`config.mk`:
```
export PLATFORM = sky130hd
export DESIGN_NAME = spi_flash_ctrl
export DESIGN_NICKNAME = d
export VERILOG_FILES = /design/src/rtl/spi_flash_pkg.sv /design/src/rtl/spi_flash_ctrl.sv
export SDC_FILE = /design/constraint.sdc
export NUM_CORES = 1
export LEC_CHECK = 0
export ABC_CLOCK_PERIOD_IN_PS = 2000
export BUFFER_PORTS_ARGS = -buffer_cell sky130_fd_sc_hd__buf_4
export CELL_PAD_IN_SITES_DETAIL_PLACEMENT = 1
export CELL_PAD_IN_SITES_GLOBAL_PLACEMENT = 2
export CORE_MARGIN = 8
export CORE_UTILIZATION = 30
export DETAILED_ROUTE_END_ITERATION = 10
export GPL_TIMING_DRIVEN = 0
export PLACE_DENSITY = 0.85
export RECOVER_POWER = 50
export SLEW_MARGIN = 20
export SYNTH_ARGS = -nofsm -noshare
export SYNTH_HDL_FRONTEND = slang
export SYNTH_SLANG_ARGS = --single-unit
```
`constraint.sdc`:
```
create_clock -name clk -period 2 [get_ports clk]
set_input_delay 0.1 -clock clk [delete_from_list [all_inputs] [get_ports clk]]
set_output_delay 0.1 -clock clk [all_outputs]
set_load 0.01 [all_outputs]
```
`src/rtl/spi_flash_pkg.sv`:
```
// Shared types for the serial flash model.
// Assumes nothing beyond standard SystemVerilog enums.
package spi_flash_pkg;
    typedef enum logic [2:0] {
        ST_STANDBY,
        ST_OPCODE,
        ST_ADDR,
        ST_DATA,
        ST_READ,
        ST_STATUS,
        ST_ID,
        ST_IGNORE
    } fl_state_t;

    typedef enum logic [1:0] {
        CK_READ,
        CK_PROG,
        CK_SERASE
    } fl_cmd_t;
endpackage

```
`src/rtl/spi_flash_ctrl.sv`:
```
// Command sequencer: decodes opcodes, gathers the address, issues program
// and erase requests, and selects the byte to transmit for the active frame.
// Assumes ADDR_W is a multiple of 8 and AW does not exceed ADDR_W.
module spi_flash_ctrl
    import spi_flash_pkg::*;
#(
    parameter int          AW        = 11,
    parameter int          ADDR_W    = 24,
    parameter logic [7:0]  OP_READ   = 8'h03,
    parameter logic [7:0]  OP_PROG   = 8'h02,
    parameter logic [7:0]  OP_SERASE = 8'h20,
    parameter logic [7:0]  OP_CERASE = 8'h60,
    parameter logic [7:0]  OP_STATUS = 8'h05,
    parameter logic [7:0]  OP_ID     = 8'h9F,
    parameter logic [7:0]  MFR_ID    = 8'hA5,
    parameter logic [7:0]  DEV_ID    = 8'h3C
) (
    input  logic          clk,
    input  logic          rst_n,
    input  logic          cs_fall,
    input  logic          cs_rise,
    input  logic          rx_valid,
    input  logic [7:0]    rx_byte,
    input  logic          busy,
    input  logic [7:0]    rd_data,
    output logic [7:0]    tx_byte,
    output logic [AW-1:0] rd_addr,
    output logic          prog_go,
    output logic          erase_go,
    output logic          erase_chip,
    output logic [AW-1:0] op_addr,
    output logic [7:0]    prog_data
);
    localparam int ADDR_BYTES = ADDR_W / 8;
    localparam int ACW        = $clog2(ADDR_BYTES) + 1;

    fl_state_t       state;
    fl_cmd_t         kind;
    logic [AW-1:0]   addr_idx;
    logic [AW-1:0]   new_idx;
    logic [ACW-1:0]  addr_cnt;
    logic [AW-1:0]   ptr;
    logic            id_dev;

    assign new_idx = AW'({addr_idx, rx_byte});
    assign rd_addr = ptr;

    // Frame sequencer: reacts to chip-select edges and completed bytes.
    always_ff @(posedge clk) begin
        if (!rst_n) begin
            state      <= ST_STANDBY;
            kind       <= CK_READ;
            addr_idx   <= '0;
            addr_cnt   <= '0;
            ptr        <= '0;
            id_dev     <= 1'b0;
            prog_go    <= 1'b0;
            erase_go   <= 1'b0;
            erase_chip <= 1'b0;
            op_addr    <= '0;
            prog_data  <= '0;
        end else begin
            prog_go  <= 1'b0;
            erase_go <= 1'b0;
            if (cs_rise) begin
                state <= ST_STANDBY;
            end else if (cs_fall) begin
                state    <= ST_OPCODE;
                addr_cnt <= '0;
                id_dev   <= 1'b0;
            end else if (rx_valid) begin
                case (state)
                    ST_OPCODE: begin
                        case (rx_byte)
                            OP_READ:   begin state <= ST_ADDR; kind <= CK_READ;   end
                            OP_PROG:   begin state <= ST_ADDR; kind <= CK_PROG;   end
                            OP_SERASE: begin state <= ST_ADDR; kind <= CK_SERASE; end
                            OP_CERASE: begin
                                erase_go   <= !busy;
                                erase_chip <= 1'b1;
                                state      <= ST_IGNORE;
                            end
                            OP_STATUS: state <= ST_STATUS;
                            OP_ID:     state <= ST_ID;
                            default:   state <= ST_IGNORE;
                        endcase
                    end
                    ST_ADDR: begin
                        addr_idx <= new_idx;
                        addr_cnt <= addr_cnt + ACW'(1);
                        if (addr_cnt == ACW'(ADDR_BYTES - 1)) begin
                            ptr     <= new_idx;
                            op_addr <= new_idx;
                            case (kind)
                                CK_READ: state <= ST_READ;
                                CK_PROG: state <= ST_DATA;
                                default: begin
                                    erase_go   <= !busy;
                                    erase_chip <= 1'b0;
                                    state      <= ST_IGNORE;
                                end
                            endcase
                        end
                    end
                    ST_DATA: begin
                        prog_go   <= !busy;
                        prog_data <= rx_byte;
                        state     <= ST_IGNORE;
                    end
                    ST_READ: ptr    <= ptr + AW'(1);
                    ST_ID:   id_dev <= ~id_dev;
                    default: ;
                endcase
            end
        end
    end

    // Output byte selection for the shifter's next byte boundary.
    always_comb begin
        case (state)
            ST_READ:   tx_byte = rd_data;
            ST_STATUS: tx_byte = {7'b0000000, ~busy};
            ST_ID:     tx_byte = id_dev ? DEV_ID : MFR_ID;
            default:   tx_byte = 8'h00;
        endcase
    end
endmodule

```
Word level (Yosys, flattened, before mapping)
Cells that the tools add are included.

Word-level logic and storage cells: 90. Output and inout port bits: 41. Memory bits (read-only): 0. Bits in latches: 0. Bits in writable memories: 0. Flip-flop bits (word level): 45. Memories: 0.

$mul: 0. Div/mod/pow operators: 0. Magnitude comparators: 0. Shift-type cells: 0. Eq/ne operators: 18. Reduce and logical (&&, ||, !) cells: 26. Add/subtract/negate cells: 2. Bitwise logic cells: 7. Multiplexer cells: 25.

Operators with widths (number): $pmux 8 s3 (1); $pmux 11 s2 (1); $pmux 3 s3 (2); $eq 8x2->1 const B (2); $reduce_and 5->1 (3); $mux 3 (4); $reduce_and 3->1 (4); $add 11x1->11 const B (1); $mux 1 (11); $mux 11 (1); $reduce_bool 2->1 (5); $eq 3x2->1 const B (3); $eq 3x3->1 const B (3); $eq 8x3->1 const B (1); $eq 8x6->1 const B (1); $eq 8x7->1 const B (1); $eq 8x8->1 const B (1); $mux 8 (1); $reduce_and 4->1 (2); $not 1->1 (7); $reduce_and 7->1 (1); $pmux 2 s3 (1); $pmux 3 s2 (1); $reduce_bool 3->1 (2); 14 further kinds (18).

Longest topological paths before layout
Depth after elaboration: 6. Depth in mapped cells: 7.

Worst setup path before layout
OpenSTA, ideal clock, no wires.

Path type: reg2reg. From: register state[0]. To: register op_addr[0]. Cell stages (with the launch flop): 7. Arrival: 1412 ps. Slack: 461 ps. Required time: 1872 ps. Setup time: 128 ps. Path through: dfxtp_1 buf_4 nor4b_4 nand3_1 buf_2 mux2i_1 nor2_1.

Longest elaborated chain between the ends: 2.

RTL lines: start, declared (RTL line spi_flash_ctrl.sv:37) `fl_state_t state;`; start signal, assigned (RTL line spi_flash_ctrl.sv:51) `state <= ST_STANDBY;`; start signal, assigned (RTL line spi_flash_ctrl.sv:66) `state <= ST_STANDBY;`; start signal, assigned (RTL line spi_flash_ctrl.sv:68) `state <= ST_OPCODE;`; $eq 3x2->1 (RTL line spi_flash_ctrl.sv:72) `case (state)`; $reduce_and 5->1 (no source line); end signal, assigned (RTL line spi_flash_ctrl.sv:93) `op_addr <= new_idx;`; end, declared (RTL line spi_flash_ctrl.sv:31) `output logic [AW-1:0] op_addr,`.

Every way passes these cells. A chain may end at the register's enable or synchronous reset.

Worst setup path in the final report
From: register addr_cnt[0]. To: register op_addr[1].

Longest elaborated chain between the ends: 2.

RTL lines: start, declared (RTL line spi_flash_ctrl.sv:41) `logic [ACW-1:0] addr_cnt;`; start signal, assigned (RTL line spi_flash_ctrl.sv:90) `addr_cnt <= addr_cnt + ACW'(1);`; $eq 3x2->1 (RTL line spi_flash_ctrl.sv:91) `if (addr_cnt == ACW'(ADDR_BYTES - 1)) begin`; $reduce_and 5->1 (no source line).

Every way passes these cells.

==> flow_summary.toml <==
[placement]
io_buffer_count = 58
place.gp.congestion = 0.817
hpwlAfterDp_mm = 6.20

[worst_setup_path]
crit_end = "op_addr[1]"
reg2reg_to = "op_addr[1]"
path_max_fanout = 10
cp-start-kind = "flop"
cpPeakStageDelay_ns = 0.44
cp_top_family = "simple AND/OR/NAND/NOR gates"
crit_path_end_kind = "flop"
cp_slowest_cell = "nor2b_1"
r2r_slack_ns = 0.12
cp.buffers_inverters = 2
path_cells = "inv_1 > ha_1 > nor2b_1 > nand3_1 > buf_2 > mux2i_1 > nor2_1"
criticalPathCategory = "reg -> reg"
r2r_start = "addr_cnt[0]"
crit_cells = 7
worstPathRequired_ns = 2.18
ff2ff_path_depth = 7
crit_path_start = "addr_cnt[0]"
arrival_ns = 2.07

[clock_network]
cts_tree = "done"
clk_latency_ns = 0.31
htree_levels = 2
path_clk_slew_ns = 0.10
cts_buffers = 5
post_cts.repair.setup_buffers = 0
root_buffer = "clkbuf_8"
clock-sinks = 45
cts_buffer_depth = 2

[grt]
grt_pass1_wl_mm = 13.8
grt_usage_pct = 14.7
grt_max_degree = 15
overflow = 0
grt_pass1_vias = 2647
antenna_found_initial = 0

[die]
die_area_um2 = 11600
ios = 63
fp.dieH_um = 108
start_util_pct = 30.7
die_x_um = 108
core_region_area_um2 = 8180
row_count = 33

[synthesis]
yosysTopAreaCellShare_pct = 35.8
seq_area_frac_synth_pct = 35.8
synthArstFlopShare_pct = 0
synth.avg_cell_area_um2 = 8.19
synth.area.top_cells = "dfxtp_1, a21oi_1, nand2_1, mux2i_1, nand3_1"
synth_edf_count = 0
yosys.area.top_type = "dfxtp_1"
synth_fp_nets = 332
synth_cell_types = 54
synth-seq-cells = 45
synthFlopType = "dfxtp_1"
syn_inst = 307
syn-cell-area_um2 = 2510
ys_warn_count = 0

[power]
ir_drop_uv = 301
powerDensity_nw_per_um2 = 560
p_leak_nw = 1.18

[timing]
fin_skew_ns = 0.0143
setup_viol = 0
whs_ns = 0.0109
rsz0062_at_grt = "false"
max_freq_mhz = 532
drv_slew = 0
setup_tns_ns = 0
finalCritPeriodShare_pct = 94.0
worst_slew_pin_slew_ns = 0.592
max_slew_margin_pct = 60.6
layout_min_cycle_time_ns = 1.88
report.final.hold_viol_count = 0

[run]
max-cap-violations = 0

[route]
drt_pre_antenna_iters = 4
drtAntennaViolNets = 0
vias_per_cell = 5.40
vias = 2583
totalWireLength_mm = 8.51
drt_iter0_drc = 85
drc = 0
routedWlPerCell_um = 17.8

[cells_and_area]
drive_above_1_share_pct = 16.6
fillCellCount = 1029
num_antenna_cells = 0
area_growth_pct = 22.5
nets = 397

[run_status]
status = "finished clean"

[hold_path]
hold_path_class = "in -> reg"
==> cells by family (layout without fill, tap and decap cells) <==
group	after synthesis	in the layout	share of synthesized area (%)
simple gates	142	142	32.3
compound gates	75	75	18.7
flops	45	45	35.8
buf+inv	29	95	6.57
mux	12	12	4.78
fa+ha+maj	3	3	1.49
xor+xnor	1	1	0.348
==> power by group <==
| part | internal [W] | switching (W) |
|---|---|---|
| logic | 0.0000651 | 0.0000929 |
| clock network | 0.000320 | 0.000347 |
| registers | 0.000897 | 0.00000151 |
| total | 0.00128 | 0.000442 |
==> stage by stage <==
stage / instances / instance area, um2 / power, W / utilization (%) / setup slack, ns
6_report: 478 / 3080 / 0.00172 / 37.7 / 0.119
5_1_grt: 478 / 3080 / 0.00179 / 37.7 / 0.00173
3_3_place_gp: 470 / 3080 / 0.00107 / 37.7 / 0.193
3_5_place_dp: 470 / 3080 / 0.00108 / 37.7 / 0.158
2_1_floorplan: 307 / 2510 / 0.00101 / - / 0.461
4_1_cts: 478 / 3190 / 0.00174 / 39.0 / 0.0961
==> placed cells by master, fill, tap and decap left out, drive strengths merged, types with 3 or more instances in the layout <==
cell type / netlist / final
clkbuf: 7 / 50
dfxtp: 45 / 45
buf: 16 / 38
nand2: 34 / 34
a21oi: 26 / 26
nor2: 24 / 24
nand3: 23 / 23
mux2i: 12 / 12
o21ai: 12 / 12
and2: 8 / 8
a31oi: 8 / 8
nand4: 7 / 7
nor3b: 7 / 7
inv: 5 / 6
nand2b: 5 / 5
o22ai: 5 / 5
nor2b: 4 / 4
o21a: 4 / 4
nor3: 4 / 4
a211oi: 4 / 4
and3: 4 / 4
o31a: 3 / 3
ha: 3 / 3
or3b: 3 / 3
nand3b: 3 / 3
==> worst min-delay path by stage <==
stage	from	endpoint	slack (ns)	cells after the start
floorplan	rx_byte[2]	op_addr[2]	0.24	2
global placement	cs_rise	state[0]	0.33	2
detailed placement	cs_rise	state[0]	0.33	2
CTS	cs_rise	state[0]	0.006	2
global route	cs_rise	state[0]	0.03	2
finish	cs_rise	state[0]	0.01	2
==> per-layer routing <==
metal  up-vias  track usage, %  share of wire (%)  wire length [um]
met3         9            3.11                3.9               336
met1      1279            19.6                 47              4030
met4         0            3.57                1.2                98
li1       1247               -                  -                 -
met2        48            23.4                 48              4050
met5         -               0                  0                 0
==> sequential cells by signal, summed over array words and instances (netlist names) <==
name and flops:
kind 2, prog_go 1, rd_addr 11, erase_chip 1
addr_cnt 3, state 3, id_dev 1, addr_idx 3
op_addr 11, erase_go 1, prog_data 8
==> synthesized netlist by cell type (2+ instances only) <==
master	count
o31a_1	3
o22ai_1	5
and4_1	2
a31oi_1	8
nand2_1	34
nor4bb_1	2
buf_4	5
a31o_2	2
nor2_1	24
nand2b_1	5
nor2b_1	4
mux2i_1	12
a41o_1	2
and4bb_2	2
nand3_1	23
o21a_1	4
inv_1	5
nand3b_1	2
o21ai_0	11
clkbuf_1	7
nor3b_1	7
and3_1	4
and2_1	8
nor3_1	4
a211oi_1	4
nand4_1	7
a21oi_1	26
a311oi_1	2
ha_1	3
buf_6	4
or3_1	2
buf_2	6
dfxtp_1	45
or3b_2	2
o41ai_1	2
==> repair_timing <==
item | 4_1_cts | 5_1_grt
setup endpoints to repair | 0 | 7
gates resized for setup | 0 | 6
hold buffers | 0 | 0
==> worst register-to-register path: stages (launching register included) <==
cell and delay [ns]:
dfxtp_1 0.35, inv_1 0.08, ha_1 0.16, nor2b_1 0.44
nand3_1 0.20, buf_2 0.28, mux2i_1 0.19, nor2_1 0.05
==> layout make-up <==
class | instances | area [um2] | area share [%]
Buffer | 23 | 145 | 4.71
Inverter | 6 | 22.5 | 0.731
Tap cell | 105 | 131 | 4.27
Clock buffer | 7 | 96.3 | 3.13
Sequential cell | 45 | 901 | 29.3
Timing Repair Buffer | 58 | 312 | 10.1
Multi-Input combinational cell | 233 | 1460 | 47.5
Clock inverter | 1 | 8.76 | 0.284
Power figures use the tool's default switching activity.
